`src/rtl/mac_sat_pkg.sv`:
```
package mac_sat_pkg;

   typedef enum logic {
      MODE_MUL = 1'b0,
      MODE_MAC = 1'b1
   } mac_mode_e;

   // one Booth digit: magnitude select and sign
   typedef struct packed {
      logic neg;
      logic one;
      logic two;
   } booth_sel_t;

   // radix-4 recoding of an overlapping multiplier bit triplet {hi, mid, lo}
   function automatic booth_sel_t booth_decode(input logic [2:0] trip);
      booth_sel_t s;
      s.one = trip[1] ^ trip[0];
      s.two = (trip == 3'b011) || (trip == 3'b100);
      s.neg = trip[2] & ~(trip[1] & trip[0]);
      return s;
   endfunction

endpackage

```
`src/rtl/booth_pp_gen.sv`:
```
module booth_pp_gen
   import mac_sat_pkg::*;
#(
   parameter int OP_W = 16
) (
   input  logic [OP_W-1:0]                  mcand,
   input  logic [OP_W-1:0]                  mplier,
   output logic [OP_W/2-1:0][OP_W:0]        rows,
   output logic [OP_W/2-1:0]                neg
);
   localparam int N_ROWS = OP_W / 2;
   localparam int ROW_W  = OP_W + 1;

   logic [OP_W:0]  mplier_ext;
   logic [ROW_W-1:0] mcand_x1;
   logic [ROW_W-1:0] mcand_x2;

   assign mplier_ext = {mplier, 1'b0};
   assign mcand_x1   = {mcand[OP_W-1], mcand};
   assign mcand_x2   = {mcand, 1'b0};

   for (genvar g = 0; g < N_ROWS; g++) begin : g_row
      booth_sel_t       sel;
      logic [ROW_W-1:0] mag;

      assign sel = booth_decode(mplier_ext[2*g+2 -: 3]);

      always_comb begin
         if (sel.two)
            mag = mcand_x2;
         else if (sel.one)
            mag = mcand_x1;
         else
            mag = '0;
      end

      // negative digit: store the ones' complement, the +1 goes in stage two
      assign rows[g] = sel.neg ? ~mag : mag;
      assign neg[g]  = sel.neg;
   end

endmodule

```
`src/rtl/pp_compressor.sv`:
```
module pp_compressor #(
   parameter int OP_W         = 16,
   parameter int ACC_W        = 40,
   parameter int REDUCE_STYLE = 0
) (
   input  logic [OP_W/2-1:0][OP_W:0]  rows,
   input  logic [OP_W/2-1:0]          neg,
   input  logic [ACC_W-1:0]           acc_in,
   output logic [ACC_W-1:0]           sum
);
   localparam int N_ROWS = OP_W / 2;
   localparam int ROW_W  = OP_W + 1;
   localparam int EXT_W  = ACC_W - ROW_W;
   localparam int NOPS   = N_ROWS + 2;

   logic [NOPS-1:0][ACC_W-1:0] ops;
   logic [ACC_W-1:0]           corr;

   // sign-extended, weighted Booth rows
   for (genvar g = 0; g < N_ROWS; g++) begin : g_ext
      assign ops[g] = {{EXT_W{rows[g][ROW_W-1]}}, rows[g]} << (2 * g);
   end

   // correction bits sit on disjoint even positions, so they share one word
   always_comb begin
      corr = '0;
      for (int i = 0; i < N_ROWS; i++)
         corr[2*i] = neg[i];
   end

   assign ops[N_ROWS]   = corr;
   assign ops[N_ROWS+1] = acc_in;

   if (REDUCE_STYLE == 0) begin : g_csa
      logic [NOPS-2:0][ACC_W-1:0] s_ch;
      logic [NOPS-2:0][ACC_W-1:0] c_ch;

      assign s_ch[0] = ops[0];
      assign c_ch[0] = ops[1];

      for (genvar k = 1; k <= NOPS - 2; k++) begin : g_lvl
         assign s_ch[k] = s_ch[k-1] ^ c_ch[k-1] ^ ops[k+1];
         assign c_ch[k] = ((s_ch[k-1] & c_ch[k-1]) |
                           (s_ch[k-1] & ops[k+1])  |
                           (c_ch[k-1] & ops[k+1])) << 1;
      end

      assign sum = s_ch[NOPS-2] + c_ch[NOPS-2];
   end else begin : g_direct
      always_comb begin
         sum = '0;
         for (int k = 0; k < NOPS; k++)
            sum = sum + ops[k];
      end
   end

endmodule

```
`src/rtl/sat_clamp.sv`:
```
module sat_clamp #(
   parameter int ACC_W = 40,
   parameter int OUT_W = 32
) (
   input  logic [ACC_W-1:0] acc,
   output logic [OUT_W-1:0] sat,
   output logic             out_of_range
);
   localparam int TOP_W = ACC_W - OUT_W + 1;
   localparam logic [OUT_W-1:0] POS_LIM = {1'b0, {(OUT_W-1){1'b1}}};
   localparam logic [OUT_W-1:0] NEG_LIM = {1'b1, {(OUT_W-1){1'b0}}};

   logic [TOP_W-1:0] top_bits;

   assign top_bits     = acc[ACC_W-1:OUT_W-1];
   assign out_of_range = !((&top_bits) || !(|top_bits));

   always_comb begin
      if (!out_of_range)
         sat = acc[OUT_W-1:0];
      else if (acc[ACC_W-1])
         sat = NEG_LIM;
      else
         sat = POS_LIM;
   end

endmodule

```
`src/rtl/mac_sat_pipe.sv`:
```
module mac_sat_pipe
   import mac_sat_pkg::*;
#(
   parameter int OP_W         = 16,
   parameter int GUARD_W      = 8,
   parameter int REDUCE_STYLE = 0
) (
   input  logic              clk,
   input  logic              rst_n,
   input  logic              in_valid,
   input  logic [OP_W-1:0]   in_a,
   input  logic [OP_W-1:0]   in_b,
   input  logic              in_mode,
   input  logic              in_clear,
   output logic              out_valid,
   output logic [2*OP_W-1:0] out_acc,
   output logic              out_ovf
);
   localparam int PROD_W = 2 * OP_W;
   localparam int ACC_W  = PROD_W + GUARD_W;
   localparam int N_ROWS = OP_W / 2;
   localparam int ROW_W  = OP_W + 1;
   localparam logic [PROD_W-1:0] POS_LIM = {1'b0, {(PROD_W-1){1'b1}}};
   localparam logic [PROD_W-1:0] NEG_LIM = {1'b1, {(PROD_W-1){1'b0}}};

   if (OP_W < 4 || (OP_W % 2) != 0) begin : g_chk_op
      $error("mac_sat_pipe: OP_W must be even and at least 4");
   end
   if (GUARD_W < 1) begin : g_chk_guard
      $error("mac_sat_pipe: GUARD_W must be at least 1");
   end
   if (REDUCE_STYLE < 0 || REDUCE_STYLE > 1) begin : g_chk_style
      $error("mac_sat_pipe: REDUCE_STYLE must be 0 or 1");
   end

   // ---------------- stage one: partial-product rows only ----------------
   logic [N_ROWS-1:0][ROW_W-1:0] pp_rows;
   logic [N_ROWS-1:0]            pp_neg;

   booth_pp_gen #(.OP_W(OP_W)) u_booth (
      .mcand  (in_a),
      .mplier (in_b),
      .rows   (pp_rows),
      .neg    (pp_neg)
   );

   logic                         s1_valid;
   mac_mode_e                    s1_mode;
   logic                         s1_clear;
   logic [N_ROWS-1:0][ROW_W-1:0] s1_rows;
   logic [N_ROWS-1:0]            s1_neg;

   always_ff @(posedge clk) begin
      if (!rst_n) begin
         s1_valid <= 1'b0;
         s1_mode  <= MODE_MUL;
         s1_clear <= 1'b0;
         s1_rows  <= '0;
         s1_neg   <= '0;
      end else begin
         s1_valid <= in_valid;
         if (in_valid) begin
            s1_mode  <= mac_mode_e'(in_mode);
            s1_clear <= in_clear;
            s1_rows  <= pp_rows;
            s1_neg   <= pp_neg;
         end
      end
   end

   // ---------------- stage two: merge, add, clamp ----------------
   logic [ACC_W-1:0]  acc_q;
   logic [ACC_W-1:0]  acc_feed;
   logic [ACC_W-1:0]  acc_nxt;
   logic [PROD_W-1:0] sat_nxt;
   logic              oor_nxt;
   logic              restart;

   assign restart  = s1_clear || (s1_mode == MODE_MUL);
   assign acc_feed = restart ? '0 : acc_q;

   pp_compressor #(
      .OP_W         (OP_W),
      .ACC_W        (ACC_W),
      .REDUCE_STYLE (REDUCE_STYLE)
   ) u_reduce (
      .rows   (s1_rows),
      .neg    (s1_neg),
      .acc_in (acc_feed),
      .sum    (acc_nxt)
   );

   sat_clamp #(.ACC_W(ACC_W), .OUT_W(PROD_W)) u_sat (
      .acc          (acc_nxt),
      .sat          (sat_nxt),
      .out_of_range (oor_nxt)
   );

   always_ff @(posedge clk) begin
      if (!rst_n) begin
         acc_q     <= '0;
         out_acc   <= '0;
         out_ovf   <= 1'b0;
         out_valid <= 1'b0;
      end else begin
         out_valid <= s1_valid;
         if (s1_valid) begin
            acc_q   <= acc_nxt;
            out_acc <= sat_nxt;
            out_ovf <= (s1_clear ? 1'b0 : out_ovf) | oor_nxt;
         end
      end
   end

   // ---------------- assertions ----------------
   a_r2_two_edge_latency: assert property (@(posedge clk) disable iff (!rst_n)
      in_valid |-> ##2 out_valid);

   a_r6_idle_holds: assert property (@(posedge clk) disable iff (!rst_n)
      !s1_valid |=> ($stable(out_acc) && $stable(out_ovf) && !out_valid));

   a_r8_ovf_sticky: assert property (@(posedge clk) disable iff (!rst_n)
      (out_ovf && !(s1_valid && s1_clear)) |=> out_ovf);

   // a single product always fits the output field, so a restart drops the flag
   a_r5_clear_drops_ovf: assert property (@(posedge clk) disable iff (!rst_n)
      (s1_valid && s1_clear) |=> !out_ovf);

   a_r7_rise_is_clamped: assert property (@(posedge clk) disable iff (!rst_n)
      $rose(out_ovf) |-> (out_acc == POS_LIM || out_acc == NEG_LIM));

endmodule

```
`config.mk`:
```
export PLATFORM = sky130hd
export DESIGN_NAME = mac_sat_pipe
export DESIGN_NICKNAME = d
export VERILOG_FILES = /design/src/rtl/mac_sat_pkg.sv /design/src/rtl/booth_pp_gen.sv /design/src/rtl/pp_compressor.sv /design/src/rtl/sat_clamp.sv /design/src/rtl/mac_sat_pipe.sv
export SDC_FILE = /design/constraint.sdc
export NUM_CORES = 1
export LEC_CHECK = 0
export ABC_AREA = 1
export BUFFER_PORTS_ARGS = -buffer_cell sky130_fd_sc_hd__buf_2
export CORE_ASPECT_RATIO = 1.1
export CORE_UTILIZATION = 40
export DETAILED_ROUTE_END_ITERATION = 12
export PLACE_DENSITY = 0.57
export SYNTH_ARGS = -nofsm -noshare
export SYNTH_HDL_FRONTEND = slang
export SYNTH_SLANG_ARGS = --single-unit
```
`constraint.sdc`:
```
create_clock -name clk -period 11.42 [get_ports clk]
set_input_delay 0.571 -clock clk [delete_from_list [all_inputs] [get_ports clk]]
set_output_delay 0.571 -clock clk [all_outputs]
set_load 0.1 [all_outputs]
```
==> results of run 1 <==
placed cells by master (no fill, tap or decap), types with 3 or more instances in the layout:
master,netlist,final
dfxtp_1,221,221
o2111ai_1,3,3
nor2_2,6,9
or2_2,8,8
nor2_1,245,242
buf_4,1,20
o21bai_1,6,6
clkbuf_16,0,28
nand2_1,603,603
nand3_1,42,42
fa_1,134,134
clkbuf_1,104,7
clkbuf_8,1,5
o211ai_1,8,8
clkinv_2,0,5
and2_1,3,3
nand2_2,19,19
clkinv_1,4,3
a21oi_1,121,121
inv_2,7,7
a31o_2,3,3
buf_2,1,68
inv_1,489,488
xnor2_1,6,6
a311oi_1,4,4
ha_1,109,109
and3_1,6,6
nor3_1,11,11
a221oi_1,3,3
nand3_2,4,4
o221ai_1,44,44
o21ai_0,338,333
o21ai_1,1,6
xor2_1,90,90
flip-flops by register name (all words and copies together), names as in the netlist:
signal / cells
out_acc: 32
s1_clear: 1
out_ovf: 1
acc_q: 40
s1_neg: 8
s1_mode: 1
s1_valid: 1
s1_rows: 136
out_valid: 1
metrics by stage:
| step | worst slack, ns | instances | utilization [%] | power, mW | cell area [um2] |
|---|---|---|---|---|---|
| floorplan | 5.03 | 2680 | - | 4.39 | 18500 |
| CTS | 3.87 | 3278 | 44.1 | 6.47 | 20100 |
| detailed placement | 3.83 | 3230 | 42.1 | 5.55 | 19200 |
| global placement | 4.02 | 3230 | 42.1 | 5.55 | 19200 |
| finish | 3.87 | 3278 | 44.1 | 6.44 | 20100 |
| global route | 3.44 | 3278 | 44.1 | 7.17 | 20100 |
cell families after synthesis:
kind of cell               after synthesis  synth area share (%)
DFF                                    221                  23.9
and+or+nand+nor                        952                  20.5
muxes                                    1                0.0540
buffers and inverters                  626                  13.1
adders and majority gates              243                  21.8
AOI/OAI and AO/OA                      541                  16.1
xor gates and xnor gates                96                  4.54
power groups by stage:
stage / Clock [mW] / Combinational (mW) / Sequential [mW]
after floorplan: 0 / 3.31 / 1.08
after global placement: 0 / 4.60 / 0.949
after detailed placement: 0 / 4.60 / 0.952
after CTS: 0.903 / 4.64 / 0.936
after global routing: 0.929 / 5.30 / 0.948
final: 0.882 / 4.63 / 0.936
how the worst max path moves through the flow:
stage | startpoint | endpoint | slack (ns) | cells after the start
after floorplan | s1_rows[16]$_SDFFE_PN0P_ | out_acc[25]$_SDFFE_PN0P_ | 5.03 | 25
after detailed placement | s1_rows[16]$_SDFFE_PN0P_ | out_acc[0]$_SDFFE_PN0P_ | 3.83 | 27
after global routing | s1_rows[16]$_SDFFE_PN0P_ | out_acc[20]$_SDFFE_PN0P_ | 3.44 | 27
after CTS | s1_rows[16]$_SDFFE_PN0P_ | out_acc[20]$_SDFFE_PN0P_ | 3.87 | 27
final | s1_rows[16]$_SDFFE_PN0P_ | out_acc[20]$_SDFFE_PN0P_ | 3.87 | 27
after global placement | s1_rows[16]$_SDFFE_PN0P_ | out_acc[0]$_SDFFE_PN0P_ | 4.02 | 27
cell type report:
cell class | count | area, um2
sequential | 221 | 4420
fill | 4753 | 25500
multi-input combinational | 1833 | 11700
timing repair buffer | 88 | 490
clock buffer | 40 | 796
inverter | 500 | 1880
tap | 588 | 736
clock inverter | 8 | 96.3
metal layers:
layer,routed length [um],vias up,GRT usage [%]
met2,27200,495,41.5
met1,25900,7866,32.0
met5,19,-,0
met3,3230,125,3.29
met4,1960,4,9.26
li1,-,8313,-
worst max-delay path: stages, from the launching register on:
cell     delay [ns]
dfxtp_1        0.57
fa_1           0.57
fa_1           0.62
fa_1           0.52
fa_1           0.61
fa_1           0.50
fa_1           0.50
ha_1           0.29
inv_1          0.05
fa_1           0.47
inv_1          0.04
ha_1           0.35
nand2_1        0.17
nor2_1         0.18
inv_1          0.08
nor2_2         0.12
inv_1          0.09
nor2_1         0.13
nand2_2        0.10
nand2_2        0.07
nand2_1        0.05
nand2_1        0.13
nand3_1        0.12
nor2_1         0.12
nand3_2        0.13
nand4_1        0.34
buf_4          0.37
nand2_1        0.10
==> results.md, run 1 <==
* Cells after Synth at 2680
* Via density at 5.13
* Slew at the pin closest to its max-slew limit at 0.977 ns
* Pins Over Slew Limit at 0
* Post-CTS sizing at 0
* Clock share of power at 13.7%
* Worst skew pair latency at 0.61 ns
* # clock sinks at 221
* Synth unique cells at 47
* Final Cycle Share at 66.1%
* # diodes at 0
* Setup TNS at 0 ns
* Worst Min Path Start: in_mode
* First-pass GRT wire length at 91900 um
* Initial DRC Count at 1330
* Min Tclk post-route at 7.55 ns
* Initial Util at 40.6%
* Largest net degree at the start of global routing at 77
* Static Leakage at 10.8 nW
* Net Sw Frac at 54.9%
* Area contributors post-synth: dfxtp_1 (24%), fa_1 (14%), nand2_1 (12%)
* Final Hold Vio Count at 0
* Quantity of hold-fixing buffers added after cts at 0
* Internal at 2.91 mW
* Switch Pwr at 3.54 mW
* Layout Nets at 2952
* Setup bufs post-CTS at 0
* DR WL/cell at 17.8 um
* Num ports at 71
* R2R Setup Slk at 3.87 ns
* HP Class: in -> reg
* Comb power frac at 71.8%
* Worst Skew at 0.0405 ns
* R2R cell count at 27
* Synth top area share at 23.9%
* Crit. End Element: register
* RSZ-0062 raised after global routing: no
* DRC at 0
* Routed WL at 58300 um
* Htree depth at 1
* EDFF count, synth at 0
* Cell taking the most area after synthesis: dfxtp_1
* Status: completed
* FMAX at 132 MHz
* Routed via count at 16800
* Cell Area, Synth at 18500 um2
* Synthesis warning total at 0
* Core ar. at 45700 um2
* Initial antenna violation count at 2
* Layout area overhead at 8.56%
* Seq pwr share at 14.5%
* Top-count cell post-synth: nand2_1
* Grt total ovfl at 0
* Clock buffer depth at 3
* GPL Wtd Cong at 0.959
* Slew HR at 34.7%
* CP required at 11.87 ns
* Die Wd at 207 um
* Commonest cells post-synth: nand2_1 (603), inv_1 (489), o21ai_0 (338)
* CTS Buf Count at 28
* Antenna viol nets, final at 0
* Critical Path Fanout Max at 26
* Port-buffer cells at 70
* Vias in the first global route at 16600
* Crit Path Class: reg -> reg
* Reg clk slew, reported paths at 0.06 ns
* Die Span Y at 228 um
* CP Launch Type: register
* Worst vdd ir at 162 uV
* Register area share after synthesis at 23.9%
* Fraction of layout instances using a drive strength above 1 at 6.91%
* DRT Pass-1 Iters at 7
* Total Die Area at 47200 um2
* Max Cap Viol at 0
* Worst-case hold path end point: s1_mode$_SDFFE_PN0P_
* #FFs+latches synth at 221
* Capturing point of the worst reg2reg path: out_acc[20]$_SDFFE_PN0P_
* Hold slack at 0.207 ns
* CTS tree: done
* Avg Synthesized Cell Area at 6.91 um2
* Worst r2r src: s1_rows[16]$_SDFFE_PN0P_
* Gr usage total at 24.6%
* Dominant synthesized flop cell: dfxtp_1
* Pwr dens at 320 nW/um2
* Endpoints failing setup at 0
* Hold Path Depth at 3
* Std-Cell Rows at 82
* Root Buffer: clkbuf_16
* Worst EP arrival at 8.01 ns
* Final HPWL DP at 43200 um
* Ys async rst share at 0%
* Post-Syn Nets at 2960
Note: power is estimated with default switching activity, not from simulation.
==> run 2: changes to the inputs <==
--- a/config.mk
+++ b/config.mk
@@ -5,7 +5,7 @@
 export SDC_FILE = /design/constraint.sdc
 export NUM_CORES = 1
 export LEC_CHECK = 0
-export ABC_AREA = 1
+export ABC_AREA = 0
 export BUFFER_PORTS_ARGS = -buffer_cell sky130_fd_sc_hd__buf_2
 export CORE_ASPECT_RATIO = 1.1
 export CORE_UTILIZATION = 40
==> constraint.sdc (replaced) <==
create_clock -name clk -period 7.8 [get_ports clk]
set_input_delay 0.39 -clock clk [delete_from_list [all_inputs] [get_ports clk]]
set_output_delay 0.39 -clock clk [all_outputs]
set_load 0.1 [all_outputs]
==> results.md, run 2 <==
* Via density at 5.25 (+2.5%)
* Largest register FFs at 136 (unchanged)
* DR WL/cell at 18.6 um (+4.5%)
* DRT Pass-1 Iters at 5 (-2)
* Crit. End Element: register
* Initial DRC Count at 661 (-50%)
* Routed WL at 47200 um (-19%)
* #FFs+latches synth at 221 (unchanged)
* Worst-case hold path end point: s1_clear$_SDFFE_PN0P_
* Die Wd at 205 um (-1.3%)
* Ys async rst share at 0% (unchanged)
* Std-Cell Rows at 81 (-1.2%)
* R2R Setup Slk at 0.30 ns (-3.56 ns)
* Final Cycle Share at 96.1% (+30 points)
* Endpoints failing setup at 0 (unchanged)
* GPL Wtd Cong at 0.912 (-4.9%)
* EDFF count, synth at 0 (unchanged)
* Capturing point of the worst reg2reg path: out_acc[4]$_SDFFE_PN0P_
* CTS Buf Count at 28 (unchanged)
* Gr usage total at 20.8% (-3.8 points)
* Cells after Synth at 1943 (-28%)
* Routed via count at 13300 (-21%)
* Layout area overhead at 9.03%
* Post-Syn Nets at 2223 (-25%)
* HP Class: in -> reg
* Crit Path Class: reg -> reg
* Min Tclk post-route at 7.50 ns (-0.0573 ns)
* Port-buffer cells at 70 (unchanged)
* Dominant synthesized flop cell: dfxtp_1
* CP Launch Type: register
* Synth top area share at 24.5% (+0.64 points)
* First-pass GRT wire length at 76600 um (-17%)
* Area contributors post-synth: dfxtp_1 (25%), fa_1 (15%), mux2i_1 (9.2%)
* RSZ-0062 raised after global routing: no
* Antenna viol nets, final at 0 (unchanged)
* Root Buffer: clkbuf_16
* Worst r2r src: s1_rows[16]$_SDFFE_PN0P_
* Cell taking the most area after synthesis: dfxtp_1
* Largest net degree at the start of global routing at 107 (+39%)
* Max Cap Viol at 0 (unchanged)
* Die Span Y at 225 um (-1.3%)
* Critical Path Fanout Max at 28 (+7.7%)
* Most common cell after layout, fill and taps aside: dfxtp_1
* Synthesis warning total at 0 (unchanged)
* Final HPWL DP at 35100 um (-19%)
* Pins Over Slew Limit at 0 (unchanged)
* Highest-count cells in the layout ignoring fill and taps: dfxtp_1 (219), inv_1 (174), mux2i_1 (165)
* R2R cell count at 20 (-26%)
* Core ar. at 44500 um2 (-2.6%)
* Final Util at 44.2% (+0.17 points)
* Total Die Area at 46000 um2 (-2.6%)
* Initial antenna violation count at 2 (unchanged)
* Worst Min Path Start: in_clear
* Register area share after synthesis at 24.5% (+0.64 points)
* Worst EP arrival at 7.94 ns (-0.07 ns)
* Grt total ovfl at 0 (unchanged)
* Avg Synthesized Cell Area at 9.29 um2 (+34%)
* Top-count cell post-synth: dfxtp_1
* Worst Skew at 0.0170 ns (-0.0235 ns)
* FMAX at 133 MHz (+0.76%)
* # clock sinks at 221 (unchanged)
* Htree depth at 1 (unchanged)
* Slew HR at 4.77% (-30 points)
* CTS tree: done
* Fraction of layout instances using a drive strength above 1 at 10.5% (+3.6 points)
* Vias in the first global route at 13700 (-17%)
* Initial Util at 40.6% (about the same)
* Biggest register: s1_rows
* Status: completed
* Setup TNS at 0 ns (unchanged)
* Final Hold Vio Count at 0 (unchanged)
* DRC at 0 (unchanged)
* Clock buffer depth at 3 (unchanged)
* Largest regs: s1_rows x136, acc_q x40, out_acc x32
* Commonest cells post-synth: dfxtp_1 (221), inv_1 (174), mux2i_1 (165)
* Hold Path Depth at 3 (unchanged)
* Layout Nets at 2214 (-25%)
* Synth unique cells at 77 (+64%)
* Quantity of hold-fixing buffers added after cts at 0 (unchanged)
* CP required at 8.24 ns (-3.63 ns)
* Worst skew pair latency at 0.57 ns (-0.04 ns)
* Slew at the pin closest to its max-slew limit at 1.39 ns (+0.412 ns)
* Cell Area, Synth at 18000 um2 (-2.6%)
* Num ports at 71 (unchanged)
* Reg clk slew, reported paths at 0.06 ns (about the same)
[run 2: cell types whose count changed after synthesis, sizes merged, moves of 153 or more]
cell,delta
inv,-322
mux2i,+164
nand2,-522
nor2,-211
nor2b,+153
o21ai,-296
[run 2: what timing repair did]
item / in CTS / in global routing
endpoints found under the setup margin: 0 / 32
gates resized for setup: 0 / 20
buffers inserted: 0 / 0
[run 2: routing by layer]
layer / share of wire, % / track usage (%)
met1: 49 / 29.2
met2: 45 / 33.6
met3: 3.6 / 2.41
met4: 2.3 / 5.37
met5: 0.021 / 0
[run 2: kinds of logic (layout without fill, tap and decap cells)]
family	Yosys count	count (layout)	share of synthesized area, %
AND/OR/NAND/NOR	493	493	15.4
flip-flops	221	221	24.5
AO/OA/AOI/OAI	346	346	12.8
XOR/XNOR	164	164	7.96
buffers and inverters	303	315	7.24
other	0	1	0
multiplexers	172	172	9.59
adder cells (fa/ha/maj)	244	244	22.5
[run 2: worst max-delay path by stage]
stage | startpoint | end
after floorplan | s1_rows[16]$_SDFFE_PN0P_ | out_acc[11]$_SDFFE_PN0P_
after global placement | s1_rows[33]$_SDFFE_PN0P_ | out_acc[6]$_SDFFE_PN0P_
after detailed placement | s1_rows[33]$_SDFFE_PN0P_ | out_acc[4]$_SDFFE_PN0P_
after CTS | s1_rows[33]$_SDFFE_PN0P_ | out_acc[4]$_SDFFE_PN0P_
after global routing | s1_rows[16]$_SDFFE_PN0P_ | out_acc[4]$_SDFFE_PN0P_
final | s1_rows[16]$_SDFFE_PN0P_ | out_acc[4]$_SDFFE_PN0P_
[run 2: stage by stage]
step | area (um2) | cells | hold slack (ns) | setup slack [ns]
after CTS | 19600 | 2536 | 0.0567 | 0.0186
after global placement | 18700 | 2485 | 0.443 | 0.250
after detailed placement | 18700 | 2485 | 0.456 | 0.0479
after global routing | 19700 | 2536 | 0.0950 | 0.0113
final | 19700 | 2537 | 0.0837 | 0.305
after floorplan | 18000 | 1943 | 0.446 | 0.615
[run 2: area by class of cell]
cell class | instances | area (um2)
timing repair buffer | 90 | 524
multi-input combinational | 1419 | 12400
clock inverter | 13 | 165
tap | 581 | 727
clock buffer | 38 | 779
fill | 4370 | 24800
inverter | 174 | 653
antenna | 1 | 2.50
sequential | 221 | 4430
[run 2: worst max-delay path, cell delays in order (launching register included)]
cell,delay [ns]
dfxtp_1,0.33
fa_2,0.62
fa_2,0.49
fa_2,0.60
fa_2,0.50
fa_2,0.61
fa_1,0.49
ha_1,0.37
inv_1,0.07
fa_1,0.48
inv_1,0.04
ha_2,0.42
nand4_2,0.17
or3_1,0.47
nor4_1,0.36
nor4b_1,0.16
nor4_4,0.33
o31a_2,0.26
nor2b_2,0.07
buf_12,0.16
a221o_2,0.36
Power of run 2 is left out: the tool's default activity adds up to more than one toggle a clock period on the data nets, which glitch-free logic cannot reach.
